==> config.mk <==
export PLATFORM = sky130hd
export DESIGN_NAME = rts_flow_ctrl
export DESIGN_NICKNAME = d
export VERILOG_FILES = /design/src/rtl/rts_fc_pkg.sv /design/src/rtl/rts_fc_fsm.sv /design/src/rtl/rts_fc_pin.sv /design/src/rtl/rts_flow_ctrl.sv
export SDC_FILE = /design/constraint.sdc
export NUM_CORES = 1
export LEC_CHECK = 0
export BUFFER_PORTS_ARGS = -buffer_cell sky130_fd_sc_hd__buf_2
export CAP_MARGIN = 20
export CORE_AREA = 2 2 39 41
export CTS_BUF_LIST = sky130_fd_sc_hd__clkbuf_16
export DETAILED_ROUTE_END_ITERATION = 10
export DIE_AREA = 0 0 41 43
export SYNTH_ARGS = -nofsm -noshare
export SYNTH_HDL_FRONTEND = slang
export SYNTH_SLANG_ARGS = --single-unit
export TNS_END_PERCENT = 1
==> constraint.sdc <==
create_clock -name clk -period 0.9 [get_ports clk]
set_input_delay 0.045 -clock clk [delete_from_list [all_inputs] [get_ports clk]]
set_output_delay 0.045 -clock clk [all_outputs]
set_load 0.02 [all_outputs]
==> src/rtl/rts_fc_pkg.sv <==
package rts_fc_pkg;
    typedef enum logic [1:0] {
        S_IDLE   = 2'b00,
        S_READY  = 2'b01,
        S_HALTED = 2'b10
    } rts_state_t;
endpackage

==> src/rtl/rts_fc_fsm.sv <==
module rts_fc_fsm
    import rts_fc_pkg::*;
(
    input  logic       clk,
    input  logic       rst_n,
    input  logic       fc_en,
    input  logic       fifo_full,
    input  logic       start_det,
    input  logic       char_read,
    output rts_state_t state
);
    rts_state_t state_d;

    // State register
    always_ff @(posedge clk) begin
        if (!rst_n) state <= S_IDLE;
        else        state <= state_d;
    end

    // Next-state logic
    always_comb begin
        state_d = state;
        if (!fc_en) begin
            state_d = S_IDLE;
        end else begin
            unique case (state)
                S_IDLE:   state_d = S_READY;
                S_READY:  if (fifo_full && start_det) state_d = S_HALTED;
                S_HALTED: if (char_read || !fifo_full) state_d = S_READY;
                default:  state_d = S_IDLE;
            endcase
        end
    end
endmodule

==> src/rtl/rts_fc_pin.sv <==
module rts_fc_pin
    import rts_fc_pkg::*;
(
    input  logic       fc_en,
    input  rts_state_t state,
    input  logic       port_bit,
    output logic       rts_pin
);
    logic ready_term;

    // Output logic: ready term, then NAND with the register bit
    always_comb begin
        ready_term = 1'b1;
        unique case (state)
            S_IDLE:   ready_term = 1'b1;
            S_READY:  ready_term = 1'b1;
            S_HALTED: ready_term = !fc_en;
            default:  ready_term = 1'b1;
        endcase
        rts_pin = !(port_bit && ready_term);
    end
endmodule

==> src/rtl/rts_flow_ctrl.sv <==
module rts_flow_ctrl
    import rts_fc_pkg::*;
(
    input  logic clk,
    input  logic rst_n,
    input  logic fc_en,
    input  logic fifo_full,
    input  logic start_det,
    input  logic char_read,
    input  logic port_bit,
    output logic rts_pin
);
    rts_state_t state_q;

    rts_fc_fsm u_fsm (
        .clk       (clk),
        .rst_n     (rst_n),
        .fc_en     (fc_en),
        .fifo_full (fifo_full),
        .start_det (start_det),
        .char_read (char_read),
        .state     (state_q)
    );

    rts_fc_pin u_pin (
        .fc_en    (fc_en),
        .state    (state_q),
        .port_bit (port_bit),
        .rts_pin  (rts_pin)
    );
endmodule

==> parameters.txt <==
Parameter                              Value

Clock tree
  Buffer cell driving the clock tree root    sky130_fd_sc_hd__clkbuf_16
  Setup Fix Bufs, Post-CTS    0
  Clock-pin slew on the worst setup and hold paths    30 ps
  Worst-Skew Late Latency    220 ps
  Maximum count of clock buffers along a single path    2
  Total CTS buffers    3
  H-tree depth reported by CTS    1
  Number of sinks handled by clock tree synthesis    2
  TritonCTS clock tree    done

Power
  Reported leakage power    0.108 nW
  Power density normalized to cell area    3220 mW/mm2
  Maximum resistive drop on vdd    0.570 mV
  Overall power after layout    0.797 mW

Synth
  Syn_area_per_cell    8.86 um2
  Net count after synthesis    19
  Post-synthesis cell count    12
  Netlist area before placement    106 um2
  Share of synthesized area occupied by flip-flops and latches    0.376
  Yosys warning count    0
  Unique masters post-synth    9
  FF+latch count, synth    2

Timing
  Setup repair after global routing missed its margin    yes
  Worst clock skew    0.632 ps
  Relative slew margins    0.898
  Fmax    1.04 GHz
  Transition time at the pin with the least slew margin    153 ps
  Count of endpoints failing hold in the final timing report    0
  Crit share post-route    1.07
  Number of failing setup endpoints in the final timing report    1
  Min Clock Period, post-route    962 ps
  Setup slack of the critical path after layout    -62.2 ps
  Slew Viols, Final    0

Routing
  Total via count in the routed design    127
  Number of detailed-routing iterations run before antenna repair    4
  Via density per instance    3.34
  1st-iter DRT viols    7
  Routed wirelength normalized by instance count    7.50 um
  Detailed Route WL    285 um
  Remaining number of nets flagged by the antenna check after routing    0
  DRC violation count after routing    0

Worst hold path
  Hold Path Cell Cnt    2
  Worst min path class    primary input to flip-flop

Global routing
  Global-route wire length before repair    400 um
  Pin count of the biggest net entering global routing    5
  Vias in the first global route    136
  GRT Resource Usage Total    0.0390
  Remaining global-route overflow    0
  Antenna violations before repair    0

Critical path
  Slowest Stage Delay on Critical Path    320 ps
  Data required time at the worst endpoint    850 ps
  Critical path class    flip-flop to output port
  CP Depth    3
  Critical path's top delay family    flip-flops
  Sum of buffers and inverters on the critical path    1
  Worst r2r path cells    3
  Critical path, cell by cell    nand2b_4, o21ai_2, buf_6
  Crit. End Element    output port
  Critical Path Start Type    flip-flop
  Crit path arrival time    920 ps
  Highest-delay cell along the critical path    sky130_fd_sc_hd__dfxtp_2
  Maximum fanout along the worst path    4

Place
  Worst slack at placement    37.7 ps
  Placed Area    161 um2
  Buffers added on ports    7
  Final Wtd Congestion    0.493
  Post-Place Cells    35

Finish
  Reg with most FFs    u_fsm.state
  Area added between synthesis and finish    133%
  Count of antenna diodes in the layout    0
  Max FFs per register    2
  Final Core Density    0.179
  Number of fill cells in the layout    149
  Number of nets in the layout    31
  Post-route non-filler standard cell count    38
  Post-route standard cell area excluding fillers    248 um2
  Registers with the most flip-flops    u_fsm.state x2
  Proportion of layout cells with a drive suffix above 1    0.591

Floorplanning
  Core outline area    0.00138 mm2
  Full die area    0.00176 mm2
  Width of the die    41 um
  Starting Density    0.0769
  Number of core rows    14
  Die Y-Extent    43 um
  I/O pin count    8

Flow run
  Max-Cap Viols    0

Run status
  Violations in the final reports    negative setup slack
  Result of the run    finished with violations
-- final timing paths --
check	slack [ps]	startpoint	end
hold / removal	110	rst_n	u_fsm.state[1]
hold reg to reg	590	u_fsm.state[0]	u_fsm.state[0]
setup reg to reg	40	u_fsm.state[0]	u_fsm.state[1]
setup / recovery	-60	u_fsm.state[0]	rts_pin
-- through the flow --
stage / setup TNS (ps) / hold WS, ps
4_1_cts: -70.4 / 106
3_3_place_gp: 0 / 326
3_5_place_dp: 0 / 331
5_1_grt: -111 / 123
2_1_floorplan: 0 / 216
6_report: -62.2 / 108
-- logic make-up (layout without fill, tap and decap cells) --
logic type             after synthesis  count (layout)  share of synthesized area
DFF                                  2               2                      0.376
and+or+nand+nor                      6               6                      0.435
buffers and inverters                1              11                     0.0353
AOI/OAI and AO/OA                    3               3                      0.153
-- cells in the final DEF (no fill, tap or decap), drive strengths merged --
cell type  n
and4       2
buf        7
clkbuf     3
dfxtp      2
inv        1
nand2      1
nand2b     1
nand3      1
nor2b      1
o21ai      2
o22ai      1
-- final cells by class --
| type | count | area [um2] | area share |
|---|---|---|---|
| Multi-Input combinational cell | 9 | 66.3 | 0.268 |
| Tap cell | 16 | 20.0 | 0.0808 |
| Sequential cell | 2 | 41.3 | 0.167 |
| Inverter | 1 | 3.75 | 0.0152 |
| Timing Repair Buffer | 7 | 41.3 | 0.167 |
| Clock buffer | 3 | 75.1 | 0.303 |
-- worst register-to-register path: stages (launching register included) --
cell and delay, ps:
sky130_fd_sc_hd__dfxtp_2 320, sky130_fd_sc_hd__nand2b_4 140, sky130_fd_sc_hd__o22ai_1 150, sky130_fd_sc_hd__and4_1 190
-- Yosys cell counts, drive strengths merged --
library cell,n,area share
and4,2,0.16
dfxtp,2,0.38
inv,1,0.035
nand2,1,0.035
nand2b,1,0.13
nand3,1,0.047
nor2b,1,0.059
o21ai,2,0.094
o22ai,1,0.059
-- report_power, final --
group / internal (mW) / switching [mW] / total [mW] / leakage, nW
logic: 0.0217 / 0.0156 / 0.0373 / 0.0539
registers: 0.0931 / 0.00284 / 0.0959 / 0.0167
clock network: 0.565 / 0.0989 / 0.664 / 0.0370
-- timing repair --
item	CTS	global route
hold buffers	0	0
endpoints found under the hold margin	0	0
pin swaps	0	0
gates resized for setup	3	1
cloned	0	0
setup endpoints to repair	1	2
-- metal layers --
metal / GRT usage / vias to the layer above / share of wire
met5: 0 / - / 0
met4: 0.0800 / 0 / 0.021
met3: 0.0209 / 2 / 0.24
met2: 0.0469 / 13 / 0.33
met1: 0.0255 / 48 / 0.41
li1: - / 64 / -
Power figures use the tool's default switching activity.
